$ cat config.mk
export PLATFORM = sky130hd
export DESIGN_NAME = rx_trig_fifo
export DESIGN_NICKNAME = d
export VERILOG_FILES = /design/src/rtl/rxf_pkg.sv /design/src/rtl/rxf_store.sv /design/src/rtl/rxf_trig.sv /design/src/rtl/rx_trig_fifo.sv
export SDC_FILE = /design/constraint.sdc
export NUM_CORES = 1
export LEC_CHECK = 0
export ABC_CLOCK_PERIOD_IN_PS = 4100
export BUFFER_PORTS_ARGS = -buffer_cell sky130_fd_sc_hd__buf_2
export CAP_MARGIN = 15
export CORE_MARGIN = 5
export CORE_UTILIZATION = 25
export CTS_BUF_LIST = sky130_fd_sc_hd__clkbuf_4 sky130_fd_sc_hd__clkbuf_8
export DETAILED_ROUTE_END_ITERATION = 6
export MAX_ROUTING_LAYER = met4
export RECOVER_POWER = 100
export SKIP_LAST_GASP = 1
export SLEW_MARGIN = 20
export SYNTH_ARGS = -nofsm -noshare
export SYNTH_HDL_FRONTEND = slang
export SYNTH_HIERARCHICAL = 1
export SYNTH_SLANG_ARGS = --single-unit
$ cat constraint.sdc
create_clock -name clk -period 4.1 [get_ports clk]
set_clock_uncertainty 0.05 [all_clocks]
set_input_delay 0.41 -clock clk [delete_from_list [all_inputs] [get_ports clk]]
set_output_delay 0.41 -clock clk [all_outputs]
set_load 0.1 [all_outputs]
$ cat src/rtl/rxf_pkg.sv
// Shared definitions for the receive FIFO.
// Assumes trigger codes are small unsigned integers.
package rxf_pkg;

    typedef enum logic {
        MODE_NARROW = 1'b0,
        MODE_WIDE   = 1'b1
    } word_mode_e;

    // Threshold in words for an exponent code, clamped to 2**max_exp.
    function automatic int unsigned trig_words(input int unsigned code,
                                               input int unsigned max_exp);
        if (code > max_exp) begin
            return 32'd1 << max_exp;
        end
        return 32'd1 << code;
    endfunction

endpackage

$ cat src/rtl/rxf_store.sv
// Circular word store with occupancy count.
// Holds DEPTH entries in narrow mode and DEPTH/2 in wide mode. DEPTH
// must be a power of two. Flush dominates push and pop. A push while
// full is accepted only when a pop happens in the same cycle;
// otherwise it is reported on ovf_evt and dropped.
module rxf_store #(
    parameter int DEPTH  = 32,
    parameter int WORD_W = 16,
    localparam int PTR_W = $clog2(DEPTH),
    localparam int CNT_W = $clog2(DEPTH + 1)
) (
    input  logic              clk,
    input  logic              rst_n,
    input  logic              wide,
    input  logic              push,
    input  logic [WORD_W-1:0] push_data,
    input  logic              pop_req,
    input  logic              flush,
    output logic [CNT_W-1:0]  cnt_q,
    output logic [CNT_W-1:0]  cnt_d,
    output logic [WORD_W-1:0] head,
    output logic              empty,
    output logic              ovf_evt
);
    localparam logic [CNT_W-1:0] CAP_N = CNT_W'(DEPTH);
    localparam logic [CNT_W-1:0] CAP_W = CNT_W'(DEPTH / 2);

    logic [WORD_W-1:0] mem [DEPTH];
    logic [PTR_W-1:0]  wr_ptr, rd_ptr;
    logic              full, pop_ok, push_ok;

    // Full limit depends on word size.
    always_comb begin
        full    = (cnt_q == (wide ? CAP_W : CAP_N));
        empty   = (cnt_q == '0);
        pop_ok  = pop_req && !empty && !flush;
        push_ok = push && (!full || pop_ok) && !flush;
        ovf_evt = push && full && !pop_ok && !flush;
        head    = mem[rd_ptr];
    end

    // Next occupancy count.
    always_comb begin
        cnt_d = cnt_q;
        if (flush) begin
            cnt_d = '0;
        end else if (push_ok && !pop_ok) begin
            cnt_d = cnt_q + 1'b1;
        end else if (pop_ok && !push_ok) begin
            cnt_d = cnt_q - 1'b1;
        end
    end

    // Entry write; storage carries no reset.
    always_ff @(posedge clk) begin
        if (push_ok) begin
            mem[wr_ptr] <= push_data;
        end
    end

    // Pointer and count update.
    always_ff @(posedge clk) begin
        if (!rst_n) begin
            wr_ptr <= '0;
            rd_ptr <= '0;
            cnt_q  <= '0;
        end else begin
            cnt_q <= cnt_d;
            if (flush) begin
                wr_ptr <= '0;
                rd_ptr <= '0;
            end else begin
                if (push_ok) wr_ptr <= wr_ptr + 1'b1;
                if (pop_ok)  rd_ptr <= rd_ptr + 1'b1;
            end
        end
    end

endmodule

$ cat src/rtl/rxf_trig.sv
// Sticky fill-threshold flag.
// Sets when the count steps from below the threshold to at or above
// it while enabled. A set beats a clear in the same cycle. Assumes the
// count changes by at most one per cycle, except on a flush to zero.
module rxf_trig #(
    parameter int CNT_W   = 6,
    parameter int CODE_W  = 3,
    parameter int MAX_EXP = 5
) (
    input  logic              clk,
    input  logic              rst_n,
    input  logic [CODE_W-1:0] code,
    input  logic              en,
    input  logic              clr,
    input  logic [CNT_W-1:0]  cnt_q,
    input  logic [CNT_W-1:0]  cnt_d,
    output logic              flag
);
    logic [CNT_W-1:0] thr;
    logic             set;

    // Decode exponent into a word threshold and detect the crossing.
    always_comb begin
        thr = CNT_W'(rxf_pkg::trig_words(int'(code), MAX_EXP));
        set = en && (cnt_q < thr) && (cnt_d >= thr);
    end

    // Hold the flag until cleared.
    always_ff @(posedge clk) begin
        if (!rst_n) begin
            flag <= 1'b0;
        end else if (set) begin
            flag <= 1'b1;
        end else if (clr) begin
            flag <= 1'b0;
        end
    end

endmodule

$ cat src/rtl/rx_trig_fifo.sv
// Receive FIFO top: byte-count level, pop-on-read window, exponent-coded
// trigger and sticky overflow. Assumes wide_mode changes only while
// the FIFO is empty.
module rx_trig_fifo #(
    parameter int CAP_BYTES = 32,
    parameter int WORD_W    = 16,
    parameter int CODE_W    = 3,
    parameter int BUS_W     = 32,
    localparam int LVL_W    = $clog2(CAP_BYTES + 1)
) (
    input  logic              clk,
    input  logic              rst_n,
    input  logic              wide_mode,
    input  logic              push_vld,
    input  logic [WORD_W-1:0] push_word,
    input  logic              win_rd,
    input  logic              lvl_wr,
    input  logic [LVL_W-1:0]  lvl_wdata,
    input  logic [CODE_W-1:0] trig_code,
    input  logic              trig_en,
    input  logic              trig_clr,
    input  logic              ovf_clr,
    output logic [LVL_W-1:0]  level_bytes,
    output logic [BUS_W-1:0]  win_data,
    output logic              trig_flag,
    output logic              ovf_flag
);
    import rxf_pkg::*;

    localparam int DEPTH   = CAP_BYTES;
    localparam int CNT_W   = $clog2(DEPTH + 1);
    localparam int MAX_EXP = $clog2(DEPTH);
    localparam int NARR_W  = 8;

    logic [CNT_W-1:0]  cnt_q, cnt_d;
    logic [WORD_W-1:0] head;
    logic              empty, ovf_evt, flush;
    word_mode_e        mode;

    // Decode bus strobes and mode.
    always_comb begin
        mode  = word_mode_e'(wide_mode);
        flush = lvl_wr && (lvl_wdata == '0);
    end

    rxf_store #(
        .DEPTH (DEPTH),
        .WORD_W(WORD_W)
    ) u_store (
        .clk      (clk),
        .rst_n    (rst_n),
        .wide     (mode == MODE_WIDE),
        .push     (push_vld),
        .push_data(push_word),
        .pop_req  (win_rd),
        .flush    (flush),
        .cnt_q    (cnt_q),
        .cnt_d    (cnt_d),
        .head     (head),
        .empty    (empty),
        .ovf_evt  (ovf_evt)
    );

    rxf_trig #(
        .CNT_W  (CNT_W),
        .CODE_W (CODE_W),
        .MAX_EXP(MAX_EXP)
    ) u_trig (
        .clk  (clk),
        .rst_n(rst_n),
        .code (trig_code),
        .en   (trig_en),
        .clr  (trig_clr),
        .cnt_q(cnt_q),
        .cnt_d(cnt_d),
        .flag (trig_flag)
    );

    // Byte level and zero-extended window view.
    always_comb begin
        if (mode == MODE_WIDE) begin
            level_bytes = LVL_W'({cnt_q, 1'b0});
            win_data    = empty ? '0 : BUS_W'(head);
        end else begin
            level_bytes = LVL_W'(cnt_q);
            win_data    = empty ? '0 : BUS_W'(head[NARR_W-1:0]);
        end
    end

    // Sticky overflow; a new event beats a clear.
    always_ff @(posedge clk) begin
        if (!rst_n) begin
            ovf_flag <= 1'b0;
        end else if (ovf_evt) begin
            ovf_flag <= 1'b1;
        end else if (ovf_clr) begin
            ovf_flag <= 1'b0;
        end
    end

endmodule

==> summary.md, run 1 <==
| Metric | Value |
|---|---|
| CP max stage delay | `~0.84 ns` |
| CP most frequent cell | `nor2b_1` |
| Synth Instances | `around 1200` |
| Total iterations of the first detailed-routing run | `5` |
| Fin. max-slew vios | `around 400` |
| Ports | `74` |
| Post-synth top area cell | `edfxtp_1` |
| Main synth FF type | `edfxtp_1` |
| Worst Max-Slew Pin Slew | `1.75 ns` |
| Routed Antenna Nets | `0` |
| Reg2Reg Launch Point | `u_store/cnt_q[1]` |
| Rel. slew slack | `-16.5%` |
| Total routed wirelength | `50900 µm` |
| TritonCTS Buffers | `86` |
| Yosys reg bits | `around 540` |
| Post-synth cell types | `56` |
| Hpwl dp | `29900 µm` |
| CP startpoint kind | `flop` |
| Area share of the largest cell type after synthesis | `a little under three quarters` |
| Commonest non-fill, non-tap cell in the layout | `edfxtp_1` |
| Crit Reg-Reg Endpoint | `u_store/mem[21][2]` |
| Setup TNS | `0 ns` |
| Worst Hold Class | `input pin to flop` |
| Period utilisation layout | `a little over nine tenths` |
| NumNets Final | `1414` |
| First DRT Iteration DRCs | `approximately 860` |
| Yosys warns | `6` |
| Synth async-reset ratio | `0%` |
| Reg2Reg Depth | `8` |
| Vias in the first global route | `roughly 12000` |
| Total vias in the final route | `11400` |
| Mapped cell area | `roughly 22000 µm²` |
| Num rows | `about 110` |
| Critical-path cell list | `buf_12, mux4_2, nor2b_1, a21oi_1, nand3_1, nor2b_1, clkbuf_2` |
| Failing checks | `capacitance limit, slew limit` |
| VDD IR max | `between 0.3 and 0.4 mV` |
| Hold Fails Final Rpt | `0` |
| Min Clock Period, post-route | `slightly below 4 ns` |
| Clock root cell | `clkbuf_8` |
| R2R setup slack | `0.26 ns` |
| # H-tree levels | `3` |
| Final Power | `0.0133 W` |
| WHS Path Cells | `4` |
| Clock buffer depth | `3` |
| Die Footprint | `around 90000 µm²` |
| Slowest stage cell, crit path | `dfxtp_4` |
| Drt drc | `0` |
| Area growth from synthesis to layout | `15.4%` |
| EDFF count, synth | `just over 500` |
| Critical path capture point type | `output port` |
| Initial antenna violation count | `5` |
| PwrDens | `532 nW/µm²` |
| Leading post-synthesis cells by cell area | `edfxtp_1 (71%), mux4_2 (6.7%), mux2i_1 (6.1%)` |
| Fillcell total | `8476` |
| Layout cells sized above 1 | `a little over a fifth` |
| CP max FO | `46` |
| Crit path max-delay family | `flip-flops` |
| Routed length per placed instance | `19.7 µm` |
| Core Area | `86300 µm²` |
| Worst Hold Endpoint | `u_trig/flag` |
| GR Overflow Total | `0` |
| GRT Resource Usage Total | `approximately 11%` |
| CTS tree | `yes` |
| Initial Util | `roughly a quarter` |
| Lkg Pwr | `approximately 7.7 nW` |
| Hold_sp | `trig_en` |
| PortBufs | `57` |
| Final setup fails | `0` |
| Gpl congestion | `0.769` |
| Syn avg cell area | `~18 µm²` |
| Worst setup path category | `flop to output port` |
| Worst skew pair latency | `roughly 0.64 ns` |
| First-pass GRT wire length | `roughly 75000 µm` |
| Max Cap Violations | `13` |
| Clock sinks | `between 500 and 600` |
| Clock transition at the registers of the reported paths | `0.05 ns` |
| RSZ-0062 raised after global routing | `false` |
| Die width | `304 µm` |
| Highest clock rate | `256 MHz` |
| Most frequent cells in the layout | `edfxtp_1 (512), mux2i_1 (131), clkbuf_8 (89), nor2_1 (65)` |
| DR vias/cell | `around 4.4` |
| Seq/Total Area, Yosys | `between 70% and 80%` |
| Worst EP arrival | `around 3.4 ns` |
| Pin count of the biggest net entering global routing | `47` |
| Die height | `a little over 300 µm` |
| Status | `complete, but fails checks` |
| CP required | `3.64 ns` |
| CP bufs+invs | `2` |
## registers in the layout, summed over array words and instances, names as in the netlist, named ones only
register / count
u_trig/flag: 1
u_store/rd_ptr: 5
u_store/mem: 512
u_store/cnt_q: 6
ovf_flag: 1
u_store/wr_ptr: 5
## worst max path at each step
| stage | slack [ns] | depth (start not counted) | endpoint |
|---|---|---|---|
| 6_report | 0.20 | 7 | win_data[3] |
| 5_1_grt | 0.03 | 8 | win_data[5] |
| 4_1_cts | 0.13 | 7 | win_data[15] |
| 3_5_place_dp | 0.75 | 8 | u_store/mem[21][9] |
| 3_3_place_gp | 0.82 | 8 | u_store/mem[21][9] |
| 2_1_floorplan | 0.83 | 7 | win_data[5] |
## cells in the mapped netlist (2+ instances only)
cell,n
nor4_2,2
o2bb2ai_1,2
and2_1,9
dfxtp_1,23
and3_1,2
or3b_2,3
nor2_1,66
ha_1,19
buf_2,34
or2_2,2
nor4_1,2
buf_6,3
nand2b_1,3
buf_1,2
nor2b_1,31
nand3_1,37
buf_4,16
mux2_2,5
or3b_4,2
mux4_2,64
nor3_1,2
nand3b_1,7
mux2i_1,131
nor3_2,2
o22ai_1,16
a31oi_1,18
edfxtp_1,512
a22oi_1,64
clkbuf_1,26
xor2_1,5
o21ai_0,2
inv_1,40
nand4_1,8
nand2_1,13
nor3b_2,2
a21oi_1,21
xnor2_1,8
or3_1,2
## cell families (layout without fill, tap and decap cells)
group | after synthesis | count (layout) | share of synthesized area (%)
mux | 200 | 200 | 13.0
fa+ha+maj | 19 | 19 | 1.10
other cells | 1 | 24 | 0.0173
xor+xnor | 13 | 13 | 0.526
flops | 535 | 535 | 73.2
compound gates | 136 | 136 | 4.56
simple gates | 198 | 198 | 4.95
buf+inv | 122 | 300 | 2.69
## what timing repair did
action / in CTS / in global routing
resized for setup: 0 / 0
hold buffers: 3 / 0
endpoints found under the setup margin: 0 / 0
buffers inserted: 0 / 0
endpoints found under the hold margin: 2 / 0
## power by group
| group | total [W] | switching [W] | internal (W) |
|---|---|---|---|
| logic | 0.00269 | 0.00198 | 0.000707 |
| registers | 0.00622 | 0.000120 | 0.00610 |
| clock network | 0.00436 | 0.00194 | 0.00242 |
| total | 0.0133 | 0.00405 | 0.00922 |
## worst reg2reg max path: cells and delay by family (launching register included)
| family | cells | cell delay (ns) |
|---|---|---|
| compound gates | 1 | 0.12 |
| fa+ha+maj | 1 | 0.21 |
| buf+inv | 2 | 0.57 |
| flops | 1 | 0.54 |
| simple gates | 4 | 2.00 |
## final cells by class
| type | count | area (µm²) | share of cell area (%) |
|---|---|---|---|
| diodes | 8 | 20.0 | 0.0802 |
| clock buffers | 123 | 1480 | 5.93 |
| clock inverters | 21 | 136 | 0.546 |
| inverters | 41 | 154 | 0.616 |
| multi-input cells | 582 | 5230 | 21.0 |
| flip-flops and latches | 535 | 15800 | 63.5 |
| well taps | 1155 | 1450 | 5.79 |
| repair buffers | 115 | 653 | 2.62 |
## metal layers
metal / part of all wire [%] / wire, µm / track usage, % / vias up
met1: 45 / 22900 / 14.6 / 5906
met2: 47 / 24000 / 17.1 / 359
met5: 0 / 0 / - / -
met4: 2.5 / 1260 / 3.85 / 0
li1: - / - / - / 5099
met3: 5.5 / 2790 / 2.05 / 77
## through the flow
step / worst slack, ns / util (%) / instance area, µm² / hold WS, ns / instances
after detailed placement: 0.754 / 27.2 / 23500 / 0.440 / 2425
after global routing: 0.0293 / 28.9 / 25000 / 0.164 / 2577
final: 0.200 / 28.9 / 25000 / 0.182 / 2580
after CTS: 0.127 / 29.1 / 25100 / 0.112 / 2572
after floorplan: 0.826 / - / 21700 / 0.435 / 1239
after global placement: 0.823 / 27.2 / 23500 / 0.444 / 2425
No activity file was read; power rests on OpenSTA's default activity.
==> inputs of run 2 (changes only) <==
--- a/config.mk
+++ b/config.mk
@@ -6,7 +6,7 @@
 export NUM_CORES = 1
 export LEC_CHECK = 0
 export ABC_CLOCK_PERIOD_IN_PS = 4100
-export BUFFER_PORTS_ARGS = -buffer_cell sky130_fd_sc_hd__buf_2
+export BUFFER_PORTS_ARGS = -buffer_cell sky130_fd_sc_hd__buf_4
 export CAP_MARGIN = 15
 export CORE_MARGIN = 5
 export CORE_UTILIZATION = 25
==> run 2 against run 1 <==
The flow still finishes with violations (capacitance limit, slew limit). Worst hold slack got worse by 0.12 ns. Maximum frequency is 0.78% lower. Sequential cell count unchanged. Clock power up 1%. Worst setup slack worse by 0.030 ns. Global-route usage grew 0.081 points. Non-clock buffer count fell by 3. Critical endpoint is now win_data[12]. Largest power group unchanged. Highest routed layer unchanged.
==> summary.md, run 2 (synthesis gave the netlist of run 1 again) <==
| Metric | Value |
|---|---|
| Status | `complete, but fails checks` |
| Failing checks | `capacitance limit, slew limit` |
| CP startpoint kind | `flop` |
| Ports | `74` |
| Clock transition at the registers of the reported paths | `0.07 ns` |
| Core Area | `between 80000 and 90000 µm²` |
| Routed Antenna Nets | `0` |
| Clock power share | `about a third` |
| Hpwl dp | `30400 µm` |
| Most frequent cells in the layout | `edfxtp_1 (512), mux2i_1 (131), clkbuf_8 (90), nor2_1 (65)` |
| Flop pwr share | `approximately 47%` |
| RSZ-0062 raised after global routing | `false` |
| Clock root cell | `clkbuf_8` |
| Worst Hold Class | `input pin to flop` |
| GRT Resource Usage Total | `11.1%` |
| Min Clock Period, post-route | `between 3 and 4 ns` |
| Combinational Power Share | `about a fifth` |
| CTS tree | `yes` |
| First DRT Iteration DRCs | `871` |
| First-pass GRT wire length | `75700 µm` |
| Worst skew pair latency | `0.64 ns` |
| Final setup fails | `0` |
| Biggest regs | `u_store/mem (512), u_store/cnt_q (6)` |
| Hold Fails Final Rpt | `0` |
| Post-route design area | `between 20000 and 30000 µm²` |
| Die width | `304 µm` |
| Num rows | `108` |
| DR vias/cell | `roughly 4.4` |
| Net Sw Power | `approximately 0.0042 W` |
| GR Overflow Total | `0` |
| Rel. slew slack | `-16.1%` |
| Area growth from synthesis to layout | `15.9%` |
| Max Cap Violations | `15` |
| Cell-internal power | `between 0.009 and 0.01 W` |
| Vias in the first global route | `approximately 12000` |
| Fin. max-slew vios | `around 380` |
| Total iterations of the first detailed-routing run | `5` |
| Highest clock rate | `approximately 250 MHz` |
| PortBufs | `57` |
| Drt drc | `0` |
| Layout cells sized above 1 | `a little over a fifth` |
| Dpl cell area | `roughly 24000 µm²` |
| Clock buffer depth | `3` |
| TritonCTS Buffers | `between 80 and 90` |
| Postcts setup bufs | `0` |
| Total vias in the final route | `11400` |
| Initial antenna violation count | `6` |
| Worst EP arrival | `3.47 ns` |
| Period utilisation layout | `between 90% and 100%` |
| Initial Util | `around a quarter` |
| Max reg flops | `512` |
| # H-tree levels | `3` |
| Worst setup path category | `flop to output port` |
| Switching part of the total | `between 30% and 40%` |
| PwrDens | `533 nW/µm²` |
| Biggest register | `u_store/mem` |
| Commonest non-fill, non-tap cell in the layout | `edfxtp_1` |
| WHS | `~0.065 ns` |
| Worst Max-Slew Pin Slew | `approximately 1.7 ns` |
| Routed length per placed instance | `19.7 µm` |
| Setup TNS | `0 ns` |
| NumNets Final | `roughly 1400` |
| Die Footprint | `a little over 90000 µm²` |
| Critical path capture point type | `output port` |
| Lkg Pwr | `around 7.7 nW` |
| Gpl congestion | `about 0.78` |
| Pin count of the biggest net entering global routing | `64` |
| CP max FO | `between 50 and 60` |
| VDD IR max | `~0.34 mV` |
| Total routed wirelength | `between 50000 and 60000 µm` |
| Clock sinks | `535` |
| CP required | `~3.6 ns` |
| Die height | `304 µm` |
-- run 2: area by class of cell --
class	instances	area [µm²]
antenna	7	17.5
clock buffer	122	1480
clock inverter	39	196
fill	8531	61300
inverter	41	154
multi-input combinational	582	5240
sequential	535	15800
tap	1155	1450
timing repair buffer	112	699
-- run 2: metrics by stage --
stage          util (%)  std cells  power [W]  worst slack, ns
2_1_floorplan         -       1239    0.00832            0.826
3_3_place_gp       27.3       2423    0.00913            0.824
3_5_place_dp       27.3       2423    0.00917            0.726
4_1_cts            29.3       2586     0.0136           0.0980
5_1_grt            29.0       2592     0.0139           0.0235
6_report           29.0       2593     0.0134            0.169
-- run 2: final timing paths --
kind                     start  slack [ns]  cells after the start                   to
min reg2reg  u_store/rd_ptr[4]        0.47                      2                 flop
max                       flop        0.17                      8         win_data[12]
max reg2reg   u_store/cnt_q[0]        0.41                      9  u_store/mem[21][13]
min                   trig_clr        0.06                      3          u_trig/flag
-- run 2: what timing repair did --
item                                   CTS  global route
endpoints found under the hold margin    2             0
gates resized for setup                  0             0
hold buffers                             2             0
-- run 2: routing by layer --
layer | wire [µm] | part of all wire [%] | vias to the layer above | track usage, %
met5 | 0 | 0 | - | -
met4 | 1110 | 2.2 | 0 | 3.65
met3 | 3100 | 6.1 | 67 | 2.14
met2 | 23800 | 47 | 383 | 17.2
met1 | 23000 | 45 | 5822 | 14.8
li1 | - | - | 5108 | -
-- run 2: critical path: stages, from the launching register on --
cell and delay (ns):
dfxtp_4 0.66, buf_8 0.53, mux4_2 0.39, inv_1 0.07, o22ai_1 0.14, a31oi_1 0.41, nand3_1 0.14, and2_1 0.17
buf_4 0.23
-- run 2: power by group through the flow --
stage          logic (W)  registers (W)  clock network (W)
4_1_cts          0.00285        0.00622            0.00454
2_1_floorplan    0.00205        0.00627                  0
6_report         0.00274        0.00622            0.00441
3_5_place_dp     0.00284        0.00633                  0
5_1_grt          0.00289        0.00623            0.00482
3_3_place_gp     0.00280        0.00633                  0
==> inputs of run 3 (changes only) <==
--- a/config.mk
+++ b/config.mk
@@ -8,11 +8,13 @@
 export ABC_CLOCK_PERIOD_IN_PS = 4100
 export BUFFER_PORTS_ARGS = -buffer_cell sky130_fd_sc_hd__buf_4
 export CAP_MARGIN = 15
-export CORE_MARGIN = 5
+export CORE_MARGIN = 4
 export CORE_UTILIZATION = 25
 export CTS_BUF_LIST = sky130_fd_sc_hd__clkbuf_4 sky130_fd_sc_hd__clkbuf_8
 export DETAILED_ROUTE_END_ITERATION = 6
+export GPL_TIMING_DRIVEN = 0
 export MAX_ROUTING_LAYER = met4
+export PLACE_DENSITY_LB_ADDON = 0.3
 export RECOVER_POWER = 100
 export SKIP_LAST_GASP = 1
 export SLEW_MARGIN = 20
==> run 3 against run 2 <==
The run still ends with capacitance limit, slew limit left. Worst hold slack improved by 0.11 ns. Worst setup slack got worse by 0.060 ns. Sequential cell count unchanged. Combinational power increased by 5%. Via count increased by 2.1%. Power increased by 3.7%. Maximum frequency decreased by 1.5%. First-iteration DRC count increased by 2.3%. Critical path depth unchanged. Utilization increased by 0.86 points. Count of clock-buffer cells in the layout decreased by 2. Non-clock buffer count increased by 58. Highest routed layer unchanged.
==> summary.md, run 3 (synthesis gave the netlist of run 1 again) <==
| Metric | Value |
|---|---|
| Worst Max-Slew Pin Slew | `slightly below 2 ns` |
| Min Clock Period, post-route | `roughly 4.0 ns` |
| Reg2Reg Depth | `8` |
| Rel. slew slack | `-28.5%` |
| Total iterations of the first detailed-routing run | `5` |
| Status | `complete, but fails checks` |
| Reg2Reg Launch Point | `u_store/cnt_q[0]` |
| Critical path capture point type | `output port` |
| DR vias/cell | `around 4.4` |
| GR Util met1 | `roughly 16%` |
| CTS tree | `yes` |
| Layout cells sized above 1 | `22.9%` |
| Setup TNS | `0 ns` |
| Placed cells | `approximately 2500` |
| Hold_sp | `trig_en` |
| Clock root cell | `clkbuf_8` |
| CP max stage delay | `between 0.5 and 0.6 ns` |
| Biggest regs | `u_store/mem (512), u_store/cnt_q (6)` |
| Drt drc | `0` |
| Non-filler cells, final | `between 2000 and 3000` |
| Hold Fails Final Rpt | `0` |
| Gpl congestion | `0.820` |
| CP most frequent cell | `clkbuf_1` |
| TritonCTS Buffers | `91` |
| Crit Reg-Reg Endpoint | `u_store/mem[12][11]` |
| Fin. max-slew vios | `approximately 530` |
| Area growth from synthesis to layout | `18.2%` |
| Grt met3 use | `under 10%` |
| Lkg Pwr | `about 8.0 nW` |
| First DRT Iteration DRCs | `roughly 890` |
| Total vias in the final route | `~12000` |
| Clock buffer depth | `3` |
| Initial antenna violation count | `5` |
| GRT Max-Usage Layer | `met2` |
| Worst setup path category | `flop to output port` |
| Initial Util | `25.3%` |
| Switching part of the total | `a little under a third` |
| Die height | `302 µm` |
| VDD IR max | `around 0.55 mV` |
| Ports | `74` |
| Commonest non-fill, non-tap cell in the layout | `edfxtp_1` |
| Clock sinks | `roughly 540` |
| Final setup fails | `0` |
| # H-tree levels | `3` |
| Worst Hold Class | `input pin to flop` |
| Critical-path cell list | `nor2b_1, clkbuf_1, clkbuf_1, a22oi_1, a31oi_1, nand3_1, and2_1, clkbuf_4` |
| Worst Hold Endpoint | `u_trig/flag` |
| Worst EP arrival | `between 3 and 4 ns` |
| Total routed wirelength | `53300 µm` |
| Biggest register | `u_store/mem` |
| PortBufs | `between 50 and 60` |
| Clock power share | `about a third` |
| Die Footprint | `between 90000 and 100000 µm²` |
| WHS Path Cells | `4` |
| Routed Antenna Nets | `0` |
| GR Overflow Total | `0` |
| Routed length per placed instance | `roughly 20 µm` |
| Combinational Power Share | `20.8%` |
| Failing checks | `capacitance limit, slew limit` |
| RSZ-0062 raised after global routing | `false` |
| Met2 GRT Util | `about 19%` |
| Num rows | `107` |
| PwrDens | `around 540 nW/µm²` |
| Net Sw Power | `0.00423 W` |
| Slowest stage cell, crit path | `dfxtp_1` |
| Clock transition at the registers of the reported paths | `about 0.06 ns` |
| GRT Resource Usage Total | `between 10% and 20%` |
| Highest clock rate | `251 MHz` |
| Fillcell total | `about 8400` |
| Flop pwr share | `between 40 and 50%` |
| First-pass GRT wire length | `about 78000 µm` |
| Most frequent cells in the layout | `edfxtp_1 (512), mux2i_1 (131), clkbuf_8 (99)` |
| Cell-internal power | `between 0.009 and 0.01 W` |
| Worst skew pair latency | `roughly 0.66 ns` |
| CP startpoint kind | `flop` |
| Max reg flops | `512` |
| Max Cap Violations | `16` |
| Vias in the first global route | `around 12000` |
| Core Area | `around 86000 µm²` |
| Die width | `302 µm` |
| CP max FO | `10` |
| R2R setup slack | `about 0.28 ns` |
| Hpwl dp | `35800 µm` |
| Period utilisation layout | `97.3%` |
| NumNets Final | `about 1500` |
| CP required | `~3.6 ns` |
| Pin count of the biggest net entering global routing | `33` |
-- run 3: changes by cell type in the layout (fill, tap and decap cells not counted), moves of 4 or more --
cell,previous run,this run
clkbuf_2,21,17
a31oi_1,18,13
clkbuf_8,90,99
a31oi_2,0,5
clkbuf_4,41,29
bufinv_16,0,5
clkinv_2,13,8
clkbuf_1,37,54
buf_4,39,43
buf_6,0,9
buf_2,0,28
buf_8,1,6
-- run 3: layer usage --
metal	vias up	wire length [µm]
met5	-	0
met4	0	1420
met3	72	3120
met2	321	24900
met1	5994	23800
li1	5229	-
-- run 3: how the worst max path moves through the flow --
stage | endpoint | slack, ns | depth (start not counted)
after floorplan | win_data[5] | 0.83 | 7
after global placement | win_data[15] | 0.04 | 7
after detailed placement | win_data[5] | 0.44 | 9
after CTS | win_data[6] | 0.004 | 9
after global routing | win_data[15] | 0.02 | 7
final | win_data[11] | 0.11 | 8
-- run 3: worst max-delay path, delay by kind of cell (launching register included) --
| kind | cells | cell delay [ns] |
|---|---|---|
| buffers and inverters | 3 | 1.02 |
| AOI/OAI and AO/OA | 2 | 0.71 |
| DFF | 1 | 0.57 |
| and+or+nand+nor | 3 | 0.56 |
-- run 3: through the flow --
step | hold slack, ns | setup slack [ns] | area [µm²] | power (W) | utilization (%)
5_1_grt | 0.140 | 0.0246 | 25600 | 0.0145 | 29.9
3_5_place_dp | 0.448 | 0.443 | 24000 | 0.00925 | 28.1
6_report | 0.176 | 0.109 | 25600 | 0.0139 | 29.9
3_3_place_gp | 0.447 | 0.0430 | 23500 | 0.00917 | 27.5
4_1_cts | 0.0942 | 0.00406 | 25900 | 0.0141 | 30.3
2_1_floorplan | 0.435 | 0.826 | 21700 | 0.00832 | -
-- run 3: power groups by stage --
stage | logic, W | registers [W] | clock network (W)
CTS | 0.00299 | 0.00617 | 0.00494
floorplan | 0.00205 | 0.00627 | 0
global placement | 0.00289 | 0.00628 | 0
finish | 0.00288 | 0.00618 | 0.00480
detailed placement | 0.00297 | 0.00628 | 0
global route | 0.00308 | 0.00619 | 0.00520
-- run 3: final cells by class --
type	count	area, µm²	area share, %
clock buffers	120	1520	5.95
diodes	5	12.5	0.0489
repair buffers	90	603	2.36
well taps	1144	1430	5.60
multi-input cells	582	5270	20.6
flip-flops and latches	535	15800	61.9
plain buffers	80	437	1.71
inverters	41	154	0.602
clock inverters	38	308	1.20
-- run 3: repair_timing --
| item | 4_1_cts | 5_1_grt |
|---|---|---|
| pin swaps | 0 | 1 |
| hold buffers | 3 | 0 |
| gates resized for setup | 8 | 9 |
| hold endpoints to repair | 2 | 0 |
| endpoints found under the setup margin | 14 | 6 |
| setup buffers | 0 | 0 |
